==> src/rtl/tx_done_poller.sv <==
module tx_done_poller #(
  parameter int TIMEOUT_CYCLES = 1000000
) (
  input  logic        clk,
  input  logic        rst_n,
  input  logic        start,
  output logic        busy,
  output logic        done,
  output logic        ok,
  output logic        cmd_req,
  input  logic        cmd_ack,
  output logic [7:0]  cmd_op,
  output logic [1:0]  cmd_nwr,
  output logic [1:0]  cmd_nrd,
  output logic [23:0] cmd_par,
  input  logic [15:0] cmd_rdata
);

  localparam int TW = $clog2(TIMEOUT_CYCLES + 1);
  localparam logic [TW-1:0] TLIM = TW'(TIMEOUT_CYCLES);

  localparam logic [7:0] OP_TX    = 8'h83;
  localparam logic [7:0] OP_STAT  = 8'h12;
  localparam logic [7:0] OP_CLEAR = 8'h02;

  typedef enum logic [1:0] {S_IDLE, S_TX, S_POLL, S_CLR} st_t;

  st_t           st;
  logic [TW-1:0] tick;
  logic          ok_q, done_q;
  logic          expired;

  assign expired = (tick == TLIM);
  assign busy    = (st != S_IDLE);
  assign cmd_req = busy;
  assign done    = done_q;
  assign ok      = ok_q;

  always_ff @(posedge clk or negedge rst_n) begin
    if (!rst_n) begin
      st     <= S_IDLE;
      tick   <= '0;
      ok_q   <= 1'b0;
      done_q <= 1'b0;
    end else begin
      done_q <= 1'b0;
      if (busy && !expired) tick <= tick + 1'b1;
      case (st)
        S_IDLE: if (start) begin
          st   <= S_TX;
          tick <= '0;
          ok_q <= 1'b0;
        end
        S_TX: if (cmd_ack) st <= S_POLL;
        S_POLL: if (cmd_ack) begin
          if (cmd_rdata[0]) begin
            ok_q <= 1'b1;
            st   <= S_CLR;
          end else if (expired) begin
            st <= S_CLR;
          end
        end
        S_CLR: if (cmd_ack) begin
          st     <= S_IDLE;
          done_q <= 1'b1;
        end
        default: st <= S_IDLE;
      endcase
    end
  end

  always_comb begin
    cmd_op  = 8'h00;
    cmd_nwr = 2'd0;
    cmd_nrd = 2'd0;
    cmd_par = 24'h000000;
    case (st)
      S_TX:   begin cmd_op = OP_TX;    cmd_nwr = 2'd3; end
      S_POLL: begin cmd_op = OP_STAT;  cmd_nrd = 2'd2; end
      S_CLR:  begin cmd_op = OP_CLEAR; cmd_nwr = 2'd2; cmd_par = 24'h000100; end
      default: ;
    endcase
  end

  p_tx_first_r1: assert property (@(posedge clk) disable iff (!rst_n)
    $rose(busy) |-> (cmd_req && cmd_op == OP_TX && cmd_par == 24'h0));

  p_req_hold_r2: assert property (@(posedge clk) disable iff (!rst_n)
    (cmd_req && !cmd_ack) |=> (cmd_req && $stable(cmd_op) && $stable(cmd_par)));

  p_rdata_known_r3: assert property (@(posedge clk) disable iff (!rst_n)
    (cmd_ack && cmd_op == OP_STAT) |-> !$isunknown(cmd_rdata));

  p_poll_goes_on_r4: assert property (@(posedge clk) disable iff (!rst_n)
    (st == S_POLL && cmd_ack && !cmd_rdata[0] && !expired) |=> (cmd_op == OP_STAT));

  p_fail_only_late_r5: assert property (@(posedge clk) disable iff (!rst_n)
    (done && !ok) |-> expired);

  p_done_after_clear_r7: assert property (@(posedge clk) disable iff (!rst_n)
    done |-> ($past(cmd_ack) && $past(cmd_op) == OP_CLEAR && !busy));

  p_done_single_r7: assert property (@(posedge clk) disable iff (!rst_n)
    done |=> !done);

  p_start_ignored_r9: assert property (@(posedge clk) disable iff (!rst_n)
    (busy && start && !(st == S_CLR && cmd_ack)) |=> busy);

endmodule

==> config.mk <==
export PLATFORM = sky130hd
export DESIGN_NAME = tx_done_poller
export DESIGN_NICKNAME = d
export VERILOG_FILES = /design/src/rtl/tx_done_poller.sv
export SDC_FILE = /design/constraint.sdc
export NUM_CORES = 1
export LEC_CHECK = 0
export ABC_AREA = 0
export CAP_MARGIN = 20
export CORE_ASPECT_RATIO = 2
export CORE_MARGIN = 3
export CORE_UTILIZATION = 45
export DETAILED_ROUTE_END_ITERATION = 10
export PLACE_DENSITY = 0.91
export SLEW_MARGIN = 10
export SYNTH_ARGS = -nofsm -noshare
export SYNTH_HDL_FRONTEND = slang
export SYNTH_SLANG_ARGS = --single-unit
==> constraint.sdc <==
create_clock -name clk -period 2.15 [get_ports clk]
set_clock_uncertainty 0.05 [all_clocks]
set_input_delay 0.5375 -clock clk [delete_from_list [all_inputs] [get_ports clk]]
set_output_delay 0.5375 -clock clk [all_outputs]
set_load 0.03 [all_outputs]
==> results of run 1 <==
==> flip-flops by register name (all words and copies together), names as in the netlist <==
signal  count
done        1
st          2
ok          1
tick       20
==> worst min path at each step <==
stage | slack (ns) | from | to | cells past startpoint
final | 0.43 | tick[17]$_DFF_PN0_ | tick[17]$_DFF_PN0_ | 1
after CTS | 0.44 | tick[17]$_DFF_PN0_ | tick[17]$_DFF_PN0_ | 1
after detailed placement | 0.43 | tick[17]$_DFF_PN0_ | tick[17]$_DFF_PN0_ | 1
after global routing | 0.46 | tick[17]$_DFF_PN0_ | tick[17]$_DFF_PN0_ | 1
after global placement | 0.42 | tick[17]$_DFF_PN0_ | tick[17]$_DFF_PN0_ | 1
after floorplan | 0.19 | rst_n | done$_DFF_PN0_ | 0
==> per-layer routing <==
layer | part of all wire | wire, um
met5 | 0 | 0
met4 | 0.036 | 132
met3 | 0.053 | 195
met2 | 0.59 | 2150
met1 | 0.32 | 1170
==> stage by stage <==
step                setup WS, ns  setup TNS (ns)  power, mW  hold WS, ns
global route            0.000875               0       2.20        0.462
detailed placement      -0.00561        -0.00732       1.83        0.425
global placement          0.0430               0       1.79        0.415
CTS                      0.00461               0       2.08        0.437
finish                    0.0663               0       2.06        0.428
floorplan                  0.208               0       1.47        0.192
==> timing repair <==
action,CTS,global route
resized for setup,17,1
gates cloned,0,0
endpoints found under the hold margin,0,0
setup endpoints to repair,10,1
==> kinds of logic after synthesis <==
family          Yosys count  synth area share
flops                    24             0.359
buf+inv                  49             0.189
mux                       5            0.0307
xor+xnor                  5            0.0262
simple gates             58             0.217
compound gates           33             0.130
other cells               1           0.00224
fa+ha+maj                 6            0.0449
==> placed cells by master, fill, tap and decap left out, types with 4 or more instances in the layout <==
cell type        instances
buf_4                   13
nand3_1                  7
or3_1                    4
inv_1                    9
clkdlybuf4s50_1          6
o21ai_0                  8
ha_1                     6
conb_1                  28
nand2_1                 10
clkbuf_8                 4
nand4_1                  5
dfrtp_1                 24
nor2_1                   4
nor4b_1                  4
dlygate4sd2_1            6
and3_1                   4
mux2i_1                  4
a21oi_1                  8
==> power groups by stage <==
stage / sequential [mW] / combinational (mW) / clock, mW
6_report: 0.635 / 1.12 / 0.305
5_1_grt: 0.648 / 1.22 / 0.329
4_1_cts: 0.633 / 1.14 / 0.314
3_5_place_dp: 0.643 / 1.19 / 0
3_3_place_gp: 0.637 / 1.15 / 0
2_1_floorplan: 0.618 / 0.855 / 0
==> area by class of cell <==
class | count | area share
multi-input combinational | 135 | 0.462
inverter | 9 | 0.0182
clock buffer | 4 | 0.0297
sequential | 24 | 0.324
timing repair buffer | 29 | 0.134
tap | 48 | 0.0324
==> run metrics, run 1 <==
DRT iter0 DRCs=23; Post-Syn Area per Cell=9.24 um2; Sequential Area=601 um2; Bufs and invs on worst path=2; Critical Path Source Type=flop; Overflow after GRT=0; Num CTS Buffers=3; post-layout min period=approximately 2.1 ns; Final nets=228; # rows=30; CP Max Fanout=4; hold bufs inserted after CTS=0; core area=3490 um2; Net Switching=928 uW; initial antenna violation count=0; DRC viols=0; die height=92.2 um; Power Density=around 1100 nW/um2; worst r2r src=st[0]$_DFFE_PN0P_; DRT antenna net count=0; number of diodes=0; reg2reg setup slack=roughly 0.1 ns; P_leak=0.860 nW; Crit path max-delay family=flip-flops; fin cells=about 250; later-pin clock latency in the skew report=around 0.27 ns; drt wl/cell=14.6 um; Stages on worst setup path=4; Post-CTS Setup Inserts=0; mapped cell area=1670 um2; Mapped Cells=181; biggest area consumer among synthesized cells=dfrtp_1; Comb pwr share=0.544; synth warn=0; fin area=1850 um2; fillers=327; R2R Path End=st[1]$_DFFE_PN0P_; final hold vios=0; total I/O pin count=60; Top FF cell, synth=dfrtp_1; critical path endpoint=cmd_nwr[1]; worst vdd ir=687 uV; sequential area share after synthesis=0.359; GRT met3 Usage=0.0179; FMAX=0.480 GHz; Max-Cap Viols=0; routed vias=1,382; DRT Pass-1 Iters=4; Critical Path RT=1.56 ns; pin count of the biggest net entering global routing=25; RSZ-0062 raised after global routing=false; H-tree depth=1; endpoints failing setup=0; Buffers on Ports=16; Distinct cells, synth=42; area of the multi-input gates=856 um2; Critical-path top delay cell=dfrtp_1; CP startpoint=st[1]$_DFFE_PN0P_; most instantiated cells after synthesis=buf_4 (35), dfrtp_1 (24), nand2_1 (10); Int Pwr=1.14 mW; Cell Chain, Critical Path=inv_1, ha_1, or2_2, clkdlybuf4s15_2; Worst Hold Class=reg -> reg; WP data arrival=1.50 ns; GRT Total Usage=0.175; Detailed Place HPWL=between 2 and 3 mm; Sequential Power Share=0.308; CTS tree=built; fin. max-slew vios=0; # clock sinks=24; placed insts=245; nature of the critical path endpoint=output pin; Die Wd=slightly below 50 um; top cell type's share of synthesized area=0.359; Clock Power Share=0.148; Initial Utilization=0.479; #FFs+latches synth=24; Vias/cell=5.55; Clock Pin Slew Worst Setup and Hold Paths=around 0.080 ns; fraction of registers with async set/reset=1.00; status=finished clean; switching share of power=0.449; die area=4530 um2; max incr delay on CP=~0.40 ns; vias in the first global route=1,375; most common cell in the netlist=buf_4; met2 usage=0.361; gr busiest metal=met2; first-pass GRT wire length=between 6 and 7 mm; grt met1 use=0.151; Final Util=0.531; routability cong.=0.905; R2R cell count=7; number of synthesized flops with an enable pin=0; Layout area overhead=10.9%; post-route clock period utilization=0.969; final wirelength=3.65 mm; critical path type=reg -> out; Bufs on Longest Clock Path=2; clk root buf=clkbuf_8; Cell Area, Placed=1810 um2; layout cells sized above 1=0.124; Synth area leaders=dfrtp_1 (36%), buf_4 (16%), ha_1 (4.5%), a21oi_1 (2.4%), mux2i_1 (2.4%)
(Power assumes the default switching activity.)
==> run 2: changes to the inputs <==
--- a/config.mk
+++ b/config.mk
@@ -12,6 +12,7 @@
 export CORE_UTILIZATION = 45
 export DETAILED_ROUTE_END_ITERATION = 10
 export PLACE_DENSITY = 0.91
+export SETUP_SLACK_MARGIN = 0.3
 export SLEW_MARGIN = 10
 export SYNTH_ARGS = -nofsm -noshare
 export SYNTH_HDL_FRONTEND = slang
==> run metrics, run 2 (synthesis gave the netlist of run 1 again) <==
status=finished clean; routability cong.=0.878 (-3.0%); worst r2r src=st[1]$_DFFE_PN0P_; routed vias=1,414 (+2.3%); Sequential Power Share=0.290 (-0.018); endpoints failing setup=0 (unchanged); post-layout min period=1.94 ns (-0.141 ns); DRT iter0 DRCs=103 (+350%); first-pass GRT wire length=6.29 mm (+0.66%); CP Max Fanout=4 (unchanged); R2R Path End=tick[14]$_DFF_PN0_; R2R cell count=8 (+1); gr busiest metal=met2; initial antenna violation count=0 (unchanged); die area=4530 um2 (unchanged); FMAX=0.515 GHz (+7.3%); Critical Path RT=1.56 ns (about the same); max incr delay on CP=0.46 ns (+0.06 ns); core area=3490 um2 (unchanged); area of the multi-input gates=933 um2 (+9.1%); Power Density=1160 nW/um2 (+4.0%); DRT Pass-1 Iters=4 (unchanged); post-route setup slack=0.208 ns (+0.141 ns); worst hold endpoint=tick[17]$_DFF_PN0_; Cell Chain, Critical Path=ha_2, or2_2, buf_6; vias in the first global route=1,378 (+0.22%); DRT antenna net count=0 (unchanged); # clock sinks=24 (unchanged); fin. max-slew vios=0 (unchanged); drt wl/cell=15.6 um (+6.6%); final hold vios=0 (unchanged); Setup WS pre-CTS=0.0337 ns (+0.0394 ns); Die Wd=49.1 um (unchanged); Hold Path Depth=1 (unchanged); Worst Hold Class=reg -> reg; DRC viols=0 (unchanged); critical path type=reg -> out; Overflow after GRT=0 (unchanged); switching share of power=0.441 (-0.00847); Largest register FFs=20 (unchanged); fillers=285 (-13%); layout cells sized above 1=0.265 (+0.140); GRT Total Usage=0.176 (+0.00146); WP data arrival=1.35 ns (-0.15 ns); Sequential Area=606 um2 (+0.83%); H-tree depth=1 (unchanged); final wirelength=3.93 mm (+7.9%); Critical Path Source Type=flop; Final nets=231 (+1.3%); min-delay src=tick[17]$_DFF_PN0_; Net Switching=1.01 mW (+8.4%); RSZ-0062 raised after global routing=true; Detailed Place HPWL=2.75 mm (-3.9%); Reg with most FFs=tick; reg2reg setup slack=0.25 ns (+0.15 ns); number of diodes=0 (unchanged); P_leak=0.885 nW (+2.9%); most common cell after layout, fill and taps aside=conb_1; Bufs on Longest Clock Path=2 (unchanged); grt met1 use=0.165 (+0.0137); post-route clock period utilization=0.903 (-0.0657); pin count of the biggest net entering global routing=25 (unchanged); met2 usage=0.335 (-0.0258); Initial Utilization=0.479 (unchanged); Comb pwr share=0.577 (+0.033); later-pin clock latency in the skew report=0.27 ns (about the same); most frequent cells in the layout=conb_1 (28), dfrtp_1 (20), buf_4 (17); GRT met3 Usage=0.0341 (+0.0163); clk root buf=clkbuf_8; largest registers=tick (20), st (2); Int Pwr=1.28 mW (+12%); die height=92.2 um (unchanged); Buffers on Ports=16 (unchanged); Num CTS Buffers=3 (unchanged); total I/O pin count=60 (unchanged); CTS tree=built; Max-Cap Viols=0 (unchanged); worst vdd ir=894 uV (+30%); # rows=30 (unchanged); Vias/cell=5.61 (+1.1%); Clock Power Share=0.133 (-0.015); Critical-path top delay cell=dfrtp_2; nature of the critical path endpoint=output pin; Clock Pin Slew Worst Setup and Hold Paths=0.08 ns (about the same); Setup TNS Final=0 ns (unchanged); Layout area overhead=17.9%
## run 2: cell count changes in the layout (fill, tap and decap cells not counted), sizes merged
cell           delta
dlygate4sd2       -4
clkdlybuf4s15     -3
clkdlybuf4s50     -2
buf              +13
clkbuf            -1
## run 2: stage by stage
stage                     cells  hold WS (ns)   util  power [mW]  area, um2
after floorplan             208         0.192      -        1.48       1770
after global placement      242         0.430  0.511        1.75       1790
after detailed placement    242         0.443  0.511        1.79       1790
after CTS                   252         0.451  0.548        2.20       1910
after global routing        252         0.485  0.565        2.43       1970
final                       252         0.443  0.565        2.28       1970
## run 2: power by group through the flow
stage               sequential (mW)  combinational, mW  clock, mW
floorplan                     0.618              0.860          0
global placement              0.637               1.12          0
detailed placement            0.644               1.14          0
CTS                           0.644               1.24      0.310
global route                  0.675               1.43      0.327
finish                        0.661               1.32      0.305
## run 2: worst max-delay path: cells and delay by family (launching register included)
family	cells	cell delay, ns
buffers and inverters	1	0.14
AND/OR/NAND/NOR	1	0.30
adder cells (fa/ha/maj)	1	0.19
flip-flops	1	0.46
## run 2: how the worst max path moves through the flow
stage / start / to / slack [ns] / depth (start not counted)
2_1_floorplan: st[1]$_DFFE_PN0P_ / st[1]$_DFFE_PN0P_ / 0.35 / 6
3_3_place_gp: st[0]$_DFFE_PN0P_ / cmd_nwr[1] / 0.07 / 3
3_5_place_dp: st[1]$_DFFE_PN0P_ / cmd_nwr[1] / 0.03 / 4
4_1_cts: st[0]$_DFFE_PN0P_ / cmd_nwr[1] / 0.21 / 3
5_1_grt: st[0]$_DFFE_PN0P_ / tick[16]$_DFF_PN0_ / 0.17 / 7
6_report: st[0]$_DFFE_PN0P_ / cmd_nwr[1] / 0.21 / 3
## run 2: final cells by class
class | count | share of cell area
Inverter | 9 | 0.0171
Multi-Input combinational cell | 135 | 0.474
Clock buffer | 4 | 0.0279
Sequential cell | 24 | 0.307
Tap cell | 48 | 0.0305
Timing Repair Buffer | 32 | 0.143
## run 2: repair_timing
action,4_1_cts,5_1_grt
hold buffers,0,0
resized for setup,76,22
setup endpoints to repair,26,21
buffers inserted,6,0
pin swaps,9,2
## run 2: routing by layer
metal / share of wire / routed length [um]
met2: 0.57 / 2240
met3: 0.056 / 219
met1: 0.34 / 1340
met4: 0.034 / 135
met5: 0 / 0
==> run 3: changes to the inputs <==
--- a/config.mk
+++ b/config.mk
@@ -7,7 +7,6 @@
 export LEC_CHECK = 0
 export ABC_AREA = 0
 export CAP_MARGIN = 20
-export CORE_ASPECT_RATIO = 2
 export CORE_MARGIN = 3
 export CORE_UTILIZATION = 45
 export DETAILED_ROUTE_END_ITERATION = 10
==> run metrics, run 3 (synthesis gave the netlist of run 1 again) <==
Setup TNS Final=0 ns (unchanged); DRC viols=0 (unchanged); hold_ws=0.435 ns (-0.00872 ns); Power Density=1160 nW/um2 (+0.30%); initial antenna violation count=0 (unchanged); WP data arrival=1.30 ns (-0.05 ns); DRT iter0 DRCs=49 (-52%); # rows=21 (-30%); WL met1=1.47 mm (+10%); FMAX=0.530 GHz (+3.0%); RSZ-0062 raised after global routing=true; DRT Pass-1 Iters=4 (unchanged); Setup WS pre-CTS=0.00144 ns (-0.0323 ns); fin. max-slew vios=0 (unchanged); final hold vios=0 (unchanged); critical path type=reg -> out; Critical Path RT=1.56 ns (about the same); R2R cell count=7 (-1); hold bufs inserted after CTS=0 (unchanged); fin area=2010 um2 (+1.9%); layout cells sized above 1=0.286 (+0.0210); most frequent cells in the layout=conb_1 (28), dfrtp_1 (19), buf_4 (15); DRT antenna net count=0 (unchanged); total I/O pin count=60 (unchanged); Reg with most FFs=tick; GRT Total Usage=0.178 (+0.00165); endpoints failing setup=0 (unchanged); area of the multi-input gates=972 um2 (+4.2%); placed insts=242 (unchanged); drt wl/cell=15.6 um (about the same); DR top layer=met4; CTS tree=built; worst hold endpoint=tick[17]$_DFF_PN0_; worst vdd ir=963 uV (+7.7%); Vias/cell=5.60 (-0.23%); Max-Cap Viols=0 (unchanged); fillers=294 (+3.2%); Buffers on Ports=16 (unchanged); Cell Chain, Critical Path=ha_2, or2_4, buf_6; Bufs on Longest Clock Path=2 (unchanged); vias in the first global route=1,285 (-6.7%); met2 wire length=2.12 mm (-5.1%); later-pin clock latency in the skew report=0.27 ns (about the same); Critical-path top delay cell=dfrtp_2; post-route clock period utilization=0.877 (-0.0261); met3 wire len=217 um (-0.91%); Initial Utilization=0.482 (+0.00311); reg2reg setup slack=0.28 ns (+0.03 ns); Detailed Place HPWL=2.54 mm (-7.8%); die height=67.0 um (-27%); pin count of the biggest net entering global routing=25 (unchanged); clk root buf=clkbuf_8; routability cong.=0.834 (-5.1%); most common cell after layout, fill and taps aside=conb_1; fin cells=249 (-1.2%); Hold Path Depth=1 (unchanged); worst r2r src=st[1]$_DFFE_PN0P_; P_leak=0.887 nW (+0.31%); Worst Hold Class=reg -> reg; die area=4480 um2 (-0.97%); Layout area overhead=20.1%; post-route setup slack=0.264 ns (+0.0562 ns); CP Max Fanout=4 (unchanged); Die Wd=67.0 um (+36%); min-delay src=tick[17]$_DFF_PN0_; max incr delay on CP=0.45 ns (about the same); status=finished clean; first-pass GRT wire length=6.03 mm (-4.1%); Clock Pin Slew Worst Setup and Hold Paths=0.08 ns (about the same); final wirelength=3.89 mm (-1.1%); largest registers=tick (20), st (2); H-tree depth=1 (unchanged); Cell Area, Placed=1800 um2 (+0.70%); Final nets=231 (unchanged); Largest register FFs=20 (unchanged); Num CTS Buffers=3 (unchanged); number of diodes=0 (unchanged); # clock sinks=24 (unchanged); Sequential Area=607 um2 (+0.21%); routed vias=1,394 (-1.4%); Critical Path Source Type=flop; Overflow after GRT=0 (unchanged); core area=3470 um2 (-0.65%); nature of the critical path endpoint=output pin; R2R Path End=tick[16]$_DFF_PN0_; post-layout min period=1.89 ns (-0.0562 ns)
==> run 3: cell types whose count changed in the layout (fill, tap and decap cells not counted), sizes merged <==
cell,previous run,this run
clkbuf,4,3
==> run 3: where the power goes <==
part / switching (mW) / internal, mW / leakage (nW) / total [mW]
clock: 0.140 / 0.125 / 0.0216 / 0.266
sequential: 0.125 / 0.535 / 0.316 / 0.660
combinational: 0.775 / 0.631 / 0.550 / 1.41
total: 1.04 / 1.29 / 0.887 / 2.33
==> run 3: how the worst max path moves through the flow <==
stage | end | slack, ns | from | cells past startpoint
detailed placement | st[1]$_DFFE_PN0P_ | 0.001 | cmd_ack | 5
floorplan | st[1]$_DFFE_PN0P_ | 0.35 | st[1]$_DFFE_PN0P_ | 6
finish | cmd_nwr[1] | 0.26 | st[0]$_DFFE_PN0P_ | 3
global placement | cmd_req | 0.06 | st[0]$_DFFE_PN0P_ | 4
global route | st[1]$_DFFE_PN0P_ | 0.17 | tick[0]$_DFF_PN0_ | 6
CTS | cmd_op[1] | 0.27 | st[0]$_DFFE_PN0P_ | 4
==> run 3: through the flow <==
| step | util | total power [mW] |
|---|---|---|
| finish | 0.579 | 2.33 |
| global route | 0.579 | 2.47 |
| CTS | 0.550 | 2.17 |
| detailed placement | 0.518 | 1.81 |
| global placement | 0.518 | 1.76 |
| floorplan | - | 1.48 |
==> run 3: critical path: cells and delay by family, from the launching register on <==
kind	cells	cell delay (ns)
buffers and inverters	1	0.14
adders and majority gates	1	0.19
DFF	1	0.45
and+or+nand+nor	1	0.25
==> run 3: final cells by class <==
| cell class | instances | share of cell area |
|---|---|---|
| Multi-Input combinational cell | 135 | 0.484 |
| Sequential cell | 24 | 0.302 |
| Timing Repair Buffer | 32 | 0.146 |
| Tap cell | 46 | 0.0287 |
| Clock buffer | 3 | 0.0206 |
| Inverter | 9 | 0.0181 |
==> run 3: repair_timing <==
action | in CTS | in global routing
gates resized for setup | 76 | 35
pin swaps | 10 | 7
endpoints found under the setup margin | 23 | 23
gates cloned | 0 | 0
setup buffers | 4 | 0
==> run 3: per-layer routing <==
metal / vias up / track usage
li1: 642 / -
met3: 9 / 0.0438
met1: 697 / 0.206
met5: - / 0
met4: 0 / 0.0759
met2: 46 / 0.309
